[src/rtl/acw_pkg.sv]
package acw_pkg;

    typedef enum logic [1:0] {
        ST_IDLE = 2'd0,
        ST_RUN  = 2'd1,
        ST_HOLD = 2'd2,
        ST_DONE = 2'd3
    } acw_state_e;

endpackage

[src/rtl/acw_room.sv]
module acw_room #(
    parameter int CNT_W      = 7,
    parameter int FIFO_DEPTH = 64,
    parameter int MARGIN     = 4
) (
    input  logic [CNT_W-1:0] fifo_cnt,
    input  logic             fifo_full,
    output logic             room
);

    localparam int              THRESH_I = FIFO_DEPTH - MARGIN;
    localparam logic [CNT_W-1:0] THRESH  = CNT_W'(THRESH_I);

    // Room exists only below the threshold and with no late full flag.
    always_comb begin
        room = !fifo_full && (fifo_cnt < THRESH);
    end


    initial margin_cover_chk: assert (MARGIN >= 2 && MARGIN < FIFO_DEPTH);

endmodule

[src/rtl/acw_count.sv]
module acw_count #(
    parameter int LEN_W = 27
) (
    input  logic             clk,
    input  logic             rst_n,
    input  logic             clr,
    input  logic             inc,
    input  logic [LEN_W-1:0] len_in,
    output logic             last_w,
    output logic             len_zero
);

    logic [LEN_W-1:0] cnt_q;
    logic [LEN_W-1:0] len_q;

    always_ff @(posedge clk) begin
        if (!rst_n) begin
            cnt_q <= '0;
            len_q <= '0;
        end else if (clr) begin
            cnt_q <= '0;
            len_q <= len_in;
        end else if (inc) begin
            cnt_q <= cnt_q + LEN_W'(1);
        end
    end

    always_comb begin
        last_w   = (cnt_q + LEN_W'(1)) == len_q;
        len_zero = (len_in == '0);
    end


    count_bound_chk: assert property (@(posedge clk) disable iff (!rst_n)
        cnt_q <= len_q);

endmodule

[src/rtl/acw_fsm.sv]
module acw_fsm
    import acw_pkg::*;
(
    input  logic       clk,
    input  logic       rst_n,
    input  logic       start,
    input  logic       stop,
    input  logic       valid,
    input  logic       room,
    input  logic       last_w,
    input  logic       len_zero,
    output logic       fire,
    output logic       clr,
    output logic       ovr_set,
    output acw_state_e state_o
);

    acw_state_e state_q;
    acw_state_e state_d;

    always_ff @(posedge clk) begin
        if (!rst_n) state_q <= ST_IDLE;
        else        state_q <= state_d;
    end

    always_comb begin
        state_d = state_q;
        fire    = 1'b0;
        clr     = 1'b0;
        ovr_set = 1'b0;
        unique case (state_q)
            ST_IDLE, ST_DONE: begin
                if (start) begin
                    clr     = 1'b1;
                    state_d = len_zero ? ST_DONE : ST_RUN;
                end
            end
            ST_RUN, ST_HOLD: begin
                if (stop) begin
                    state_d = ST_IDLE;
                end else begin
                    fire    = valid && room;
                    ovr_set = valid && !room;
                    if (fire && last_w) state_d = ST_DONE;
                    else                state_d = room ? ST_RUN : ST_HOLD;
                end
            end
            default: state_d = ST_IDLE;
        endcase
    end

    assign state_o = state_q;


    hold_entry_chk: assert property (@(posedge clk) disable iff (!rst_n)
        (state_q == ST_HOLD) |-> !$past(room));

endmodule

[src/rtl/acw_pack.sv]
module acw_pack #(
    parameter int SMP_W = 8
) (
    input  logic               clk,
    input  logic               rst_n,
    input  logic               fire,
    input  logic [SMP_W-1:0]   smp_a,
    input  logic [SMP_W-1:0]   smp_b,
    output logic               wr_en,
    output logic [2*SMP_W-1:0] wr_data
);

    always_ff @(posedge clk) begin
        if (!rst_n) begin
            wr_en   <= 1'b0;
            wr_data <= '0;
        end else begin
            wr_en <= fire;
            if (fire) wr_data <= {smp_b, smp_a};
        end
    end

endmodule

[src/rtl/acw_capture.sv]
module acw_capture
    import acw_pkg::*;
#(
    parameter int SMP_W      = 8,
    parameter int FIFO_DEPTH = 64,
    parameter int MARGIN     = 4,
    parameter int LEN_W      = 27,
    localparam int CNT_W     = $clog2(FIFO_DEPTH + 1),
    localparam int WORD_W    = 2 * SMP_W
) (
    input  logic              clk,
    input  logic              rst_n,
    input  logic              cap_start,
    input  logic              cap_stop,
    input  logic [LEN_W-1:0]  cap_len,
    input  logic              smp_valid,
    input  logic [SMP_W-1:0]  smp_a,
    input  logic [SMP_W-1:0]  smp_b,
    input  logic [CNT_W-1:0]  fifo_cnt,
    input  logic              fifo_full,
    output logic              wr_en,
    output logic [WORD_W-1:0] wr_data,
    output logic              busy,
    output logic              done,
    output logic              overrun
);

    logic       room;
    logic       last_w;
    logic       len_zero;
    logic       fire;
    logic       clr;
    logic       ovr_set;
    acw_state_e state;
    logic       ovr_q;

    acw_room #(.CNT_W(CNT_W), .FIFO_DEPTH(FIFO_DEPTH), .MARGIN(MARGIN)) u_room (
        .fifo_cnt (fifo_cnt),
        .fifo_full(fifo_full),
        .room     (room)
    );

    acw_count #(.LEN_W(LEN_W)) u_count (
        .clk     (clk),
        .rst_n   (rst_n),
        .clr     (clr),
        .inc     (fire),
        .len_in  (cap_len),
        .last_w  (last_w),
        .len_zero(len_zero)
    );

    acw_fsm u_fsm (
        .clk     (clk),
        .rst_n   (rst_n),
        .start   (cap_start),
        .stop    (cap_stop),
        .valid   (smp_valid),
        .room    (room),
        .last_w  (last_w),
        .len_zero(len_zero),
        .fire    (fire),
        .clr     (clr),
        .ovr_set (ovr_set),
        .state_o (state)
    );

    acw_pack #(.SMP_W(SMP_W)) u_pack (
        .clk    (clk),
        .rst_n  (rst_n),
        .fire   (fire),
        .smp_a  (smp_a),
        .smp_b  (smp_b),
        .wr_en  (wr_en),
        .wr_data(wr_data)
    );

    // Sticky dropped-sample flag; an accepted start clears it.
    always_ff @(posedge clk) begin
        if (!rst_n)       ovr_q <= 1'b0;
        else if (clr)     ovr_q <= 1'b0;
        else if (ovr_set) ovr_q <= 1'b1;
    end

    always_comb begin
        busy    = (state == ST_RUN) || (state == ST_HOLD);
        done    = (state == ST_DONE);
        overrun = ovr_q;
    end


    no_write_full_chk: assert property (@(posedge clk) disable iff (!rst_n)
        fifo_full |=> !wr_en);


    no_write_margin_chk: assert property (@(posedge clk) disable iff (!rst_n)
        (fifo_cnt >= CNT_W'(FIFO_DEPTH - MARGIN)) |=> !wr_en);


    overrun_sticky_chk: assert property (@(posedge clk) disable iff (!rst_n)
        (overrun && !cap_start) |=> overrun);


    overrun_set_chk: assert property (@(posedge clk) disable iff (!rst_n)
        (busy && !cap_stop && smp_valid && fifo_full) |=> overrun);


    idle_quiet_chk: assert property (@(posedge clk) disable iff (!rst_n)
        (!busy || !smp_valid) |=> !wr_en);


    done_quiet_chk: assert property (@(posedge clk) disable iff (!rst_n)
        (done && !cap_start) |=> (!wr_en && done));

endmodule

[config.mk]
export PLATFORM = sky130hd
export DESIGN_NAME = acw_capture
export DESIGN_NICKNAME = d
export VERILOG_FILES = /design/src/rtl/acw_pkg.sv /design/src/rtl/acw_room.sv /design/src/rtl/acw_count.sv /design/src/rtl/acw_fsm.sv /design/src/rtl/acw_pack.sv /design/src/rtl/acw_capture.sv
export SDC_FILE = /design/constraint.sdc
export NUM_CORES = 1
export LEC_CHECK = 0
export ABC_CLOCK_PERIOD_IN_PS = 2800
export CELL_PAD_IN_SITES_DETAIL_PLACEMENT = 0
export CELL_PAD_IN_SITES_GLOBAL_PLACEMENT = 1
export CORE_MARGIN = 1
export CORE_UTILIZATION = 38
export DETAILED_ROUTE_END_ITERATION = 12
export GPL_TIMING_DRIVEN = 0
export PLACE_DENSITY_LB_ADDON = 0.1
export RECOVER_POWER = 25
export SYNTH_ARGS = -nofsm -noshare
export SYNTH_HDL_FRONTEND = slang
export SYNTH_SLANG_ARGS = --single-unit
[constraint.sdc]
create_clock -name clk -period 2.8 [get_ports clk]
set_input_delay 0.56 -clock clk [delete_from_list [all_inputs] [get_ports clk]]
set_output_delay 0.56 -clock clk [all_outputs]
set_load 0.1 [all_outputs]
# Yosys cells after proc, flatten, opt, wreduce, memory -nomap -nowiden
# Cells that the tools add are included.
[classes]
n_addsub = 1
magnitude_cmp = 1
eq_ne = 5
n_mux = 12
bitwise_logic = 1
n_reduce_logical = 12
[op_table]
columns = ["cell", "count"]
rows = [
  ["$add A27 B1 Y27 const B", 1],
  ["$eq A27 B27 Y1", 1],
  ["$logic_not A27 Y1", 1],
  ["$mux W2", 5],
  ["$lt A7 B6 Y1 const B", 1],
  ["$mux W1", 6],
  ["$reduce_or A2 Y1", 3],
  ["$eq A2 B2 Y1 const B", 2],
  ["$logic_and A1 B1 Y1", 4],
  ["$pmux W2 S2", 1],
  ["$eq A2 B1 Y1 const B", 1],
  ["$logic_not A1 Y1", 2],
  ["$logic_not A2 Y1", 1],
  ["$ne A2 B2 Y1 const B", 1],
  ["$logic_or A1 B1 Y1", 1],
  ["$not A1 Y1", 1],
]
[word_totals]
register_bits = 74
in_bits = 56
out_inout_bits = 20
elab_cells = 38

# Logic depth before layout (Yosys ltp)
[logic_depth]
ltp_word = 7
depth_mapped = 10
mapped_depth_nobuf = 8

# By module
# From an unflattened synthesis, not the netlist that was laid out.
[hier_totals]
hier_cells = 448
area_unflattened_um2 = 4012.6
[by_module_without_submodules]
columns = ["mod", "n_inst", "cells_per_inst", "area_each_um2", "seq_area_each_um2"]
rows = [
  ["acw_count", 1, 370, 3124.2, 1081.0],
  ["acw_pack", 1, 53, 643.1, 340.3],
  ["acw_fsm", 1, 19, 177.7, 40.0],
  ["acw_capture", 1, 4, 48.8, 20.0],
  ["acw_room", 1, 2, 18.8, 0.0],
]

# Least setup slack after synthesis
# No wires, ideal clock.
[synth_path]
kind = "register to register"
from = "reg u_fsm.state_q[0] (netlist: u_fsm.state_o[0])"
to = "reg u_pack.wr_data[10]"
setup_time_ns = 0.076
t_arrival_ns = 2.560
t_required_ns = 2.724
path_slack_ns = 0.164
stages_incl_launch_ff = 9
n_path_buf = 3
synth_period_minus_slack_ns = 2.636
path_cell_list = "dfxtp_1 > ha_1 > clkbuf_1 > and3b_1 > and3_1 > clkbuf_1 > clkbuf_1 > nand2_1 > a21boi_0"
[synth_between]
elab_chain_len = 3
elab_cells_between_ends = 4
classes_between = "eq/ne: 2; mux: 1; reduce/logical: 1"
[synth_lines]
columns = ["item", "line", "source"]
rows = [
  ["start, declared", "acw_fsm.sv:18", "acw_state_e state_q;"],
  ["start signal, assigned", "acw_fsm.sv:23", "else state_q <= state_d;"],
  ["$eq A2 B1 Y1 / $eq A2 B2 Y1 (equally long branches)", "acw_fsm.sv:31", "unique case (state_q)"],
  ["$reduce_or A2 Y1 (*)", "acw_fsm.sv:31", ""],
  ["$mux W1 (*)", "acw_fsm.sv:31", ""],
  ["end signal, assigned", "acw_pack.sv:19", "if (fire) wr_data <= {smp_b, smp_a};"],
  ["end, declared", "acw_pack.sv:10", "output logic [2*SMP_W-1:0] wr_data"],
]
# Every way passes the cells marked *; elsewhere a longest branch is shown, timed or not.
# A chain may end at the register's enable or synchronous reset.

# Worst setup path after layout
[layout_path]
from = "reg u_fsm.state_q[1] (netlist: u_fsm.state_o[1])"
to = "out busy"
[layout_between]
elab_chain_len = 2
elab_cells_between_ends = 3
classes_between = "eq/ne: 2; reduce/logical: 1"
[layout_lines]
columns = ["item", "line", "source"]
rows = [
  ["$eq A2 B1 Y1 / $eq A2 B2 Y1 (equally long branches)", "acw_capture.sv:86", "busy = (state == ST_RUN) || (state == ST_HOLD);"],
  ["$logic_or A1 B1 Y1 (*)", "acw_capture.sv:86", ""],
  ["end, declared", "acw_capture.sv:23", "output logic busy,"],
]
# Marks and branches as above.

==> run metrics <==
register area share after synthesis=between 30% and 40%; vias after detailed routing=~3500; status=complete, no violations; first-pass GRT wire length=about 17000 µm; DR DRC count=0; Chip Height=103 µm; antenna cells=0; share of power burned in registers=between 40% and 50%; sw frac=a little over a third; area grow syn2layout=28.8%; syn_area_per_cell=8.08 µm²; Final Hold Fails=0; Clk pwr share=~30%; die area=about 11000 µm²; Root Driver=clkbuf_8; clock transition at the registers of the reported paths=approximately 0.090 ns; final period utilization=roughly 96%; initial core utilization=39.5%; worst rel slew slack=between 30 and 40%; final setup fails=0; #FFs+latches synth=74; max-cap violations=0; Tmin final=2.67 ns; router iterations before antenna repair=4; Worst VDD drop=approximately 0.32 mV; grt ovf=0; asr flop ratio synth=0%; HP Class=flip-flop to flip-flop; post-synthesis cell area=~3900 µm²; gpl congestion=between 0.8 and 0.9; Setup Crit Path Kind=flip-flop to output pin; H-tree levels=3; CP max stage delay=roughly 1.1 ns; Post-Syn Nets=between 500 and 600; Die Width=about 100 µm; # IOs=76; Pint=0.00187 W; nets=around 620; core footprint=about 10000 µm²; final WL=10700 µm; r2r startpoint=u_count.cnt_q[0]; Routed Antenna Nets=0; crit path from=u_fsm.state_o[1]; Cell Chain, Critical Path=ha_1, clkdlybuf4s50_1; drt wl/cell=roughly 15 µm; share of cells above drive strength 1=7.53%; pre-CTS WS=-0.100 ns; clk sinks=74; Fin Hold WS=approximately 0.47 ns; Psw=between 0.001 and 0.0015 W; Max Freq=374 MHz; PD cells=roughly 600 nW/µm²; Worst EP arrival=approximately 2.1 ns; clock buffer depth=2; Worst Tran Pin Value=0.989 ns; Warnings, synthesis=0; Via density=between 5 and 6; Fin Clk Skew=about 0.011 ns; R2R cell count=10; synth unique cells=between 40 and 50; RSZ-0062 raised after global routing=no; worst skew pair latency=between 0.3 and 0.4 ns; CTS Buf Count=9; gr usage total=a little over a fifth; hold path depth=2; critical path capture point type=output pin; Startpoint Class=flip-flop; port buffer count=73; vias in the first global route=3437; CP Data Required Time=approximately 2.2 ns; CTS tree=done; largest net degree at the start of global routing=16; hold path endpoint=u_pack.wr_data[8]; dpl hpwl=8140 µm; Worst Path Max Fanout=2; logic gate share of total power=28.3%; final worst setup slack=around 0.13 ns; R2R Setup Slk=0.25 ns; Rows=36; fin. max-slew vios=0; Starting DRT DRC Count=about 120; hold_sp=u_pack.wr_data[8]; EDFF count, synth=0; CP max stage cell=clkdlybuf4s50_1; Syn Inst Count=482; ys flop type=dfxtp_1; worst reg2reg endpoint=u_fsm.state_o[1]; initial antenna violation count=0; number of setup buffers added after CTS=0; Static Leakage=between 1.5 and 2 nW
==> layout by cell type (no fill, tap or decap), types with 3 or more instances in the layout <==
cell	count
clkbuf_1	20
clkbuf_8	9
a31oi_1	4
clkdlybuf4s50_1	65
inv_1	3
nand4_2	3
and4_1	4
nor4_1	10
nand3_1	15
nand4_1	13
nand2_1	111
nor3_1	11
buf_2	9
o21ai_0	5
xnor2_1	35
and2_1	3
a21oi_1	7
dfxtp_1	74
and3_1	3
xor2_1	28
nor2_1	40
a21boi_0	44
dlygate4sd3_1	8
or3_1	3
==> registers in the layout, indices dropped and copies added (netlist names) <==
signal	count
overrun	1
u_count.cnt_q	27
u_pack.wr_en	1
u_pack.wr_data	16
u_count.len_q	27
u_fsm.state_o	2
==> timing repair <==
item,in CTS,in global routing
endpoints found under the setup margin,1,5
hold buffers,0,0
resized for setup,1,4
endpoints found under the hold margin,0,0
==> area by class of cell <==
class / count / area, µm²
multi-input cells: 373 / 2280
repair buffers: 73 / 731
clock buffers: 9 / 124
fillers: 967 / 4840
flip-flops and latches: 74 / 1480
well taps: 133 / 166
plain buffers: 32 / 138
inverters: 3 / 11.3
clock inverters: 7 / 85.1
==> layer usage <==
layer / up-vias / track usage, % / share of wire, %
met5: - / 0 / 0
met1: 1665 / 27.9 / 48
met2: 60 / 37.1 / 47
met3: 6 / 4.44 / 3.4
li1: 1806 / - / -
met4: 0 / 5.20 / 0.78
==> critical path: cells and delay by family, from the launching register on <==
family	cells	cell delay, ns
flip-flops	1	0.33
buffers and inverters	1	1.14
adder cells (fa/ha/maj)	1	0.28
==> worst max path at each step <==
stage,to,slack (ns),depth (start not counted)
2_1_floorplan,u_pack.wr_data[10],0.16,8
3_3_place_gp,u_fsm.state_o[1],-0.1,9
3_5_place_dp,u_fsm.state_o[1],-0.10,9
4_1_cts,busy,0.10,2
5_1_grt,u_fsm.state_o[1],0.03,8
6_report,busy,0.13,2
==> through the flow <==
stage | std cells | power, W | TNS, ns | cell area, µm² | utilization [%]
after global routing | 704 | 0.00310 | 0 | 5020 | 50.9
after CTS | 704 | 0.00297 | 0 | 5010 | 50.8
after floorplan | 482 | 0.00180 | 0 | 3900 | -
final | 704 | 0.00295 | 0 | 5020 | 50.9
after detailed placement | 688 | 0.00208 | -0.100 | 4790 | 48.6
after global placement | 688 | 0.00207 | -0.0951 | 4790 | 48.6
==> power groups by stage <==
stage	clock network [W]	registers (W)	logic [W]
after detailed placement	0	0.00124	0.000834
final	0.000897	0.00122	0.000836
after global placement	0	0.00124	0.000825
after floorplan	0	0.00128	0.000520
after CTS	0.000914	0.00122	0.000841
after global routing	0.000966	0.00123	0.000910
==> logic make-up after synthesis <==
logic type / Yosys count / synth area share [%]
AOI/OAI and AO/OA: 73 / 13.6
buffers and inverters: 35 / 3.79
and+or+nand+nor: 233 / 29.3
xor gates and xnor gates: 63 / 14.2
DFF: 74 / 38.0
muxes: 2 / 0.514
adders and majority gates: 2 / 0.642
==> synthesized netlist by cell type (all sizes together), types with 3 or more instances <==
cell type,n,area share [%]
a31oi,4,0.64
nand4,17,3.6
a21oi,7,0.90
dfxtp,74,38
or3,3,0.48
and3,3,0.48
buf,10,1.3
xnor2,35,7.9
xor2,28,6.3
and4,4,0.90
inv,3,0.29
nor3,14,2.1
nand2,111,11
o21ai,6,0.77
nor2,40,3.9
nand3,16,2.2
a21boi,44,8.5
clkbuf,22,2.2
and2,3,0.48
nor4,13,2.8
(Power assumes the default switching activity.)
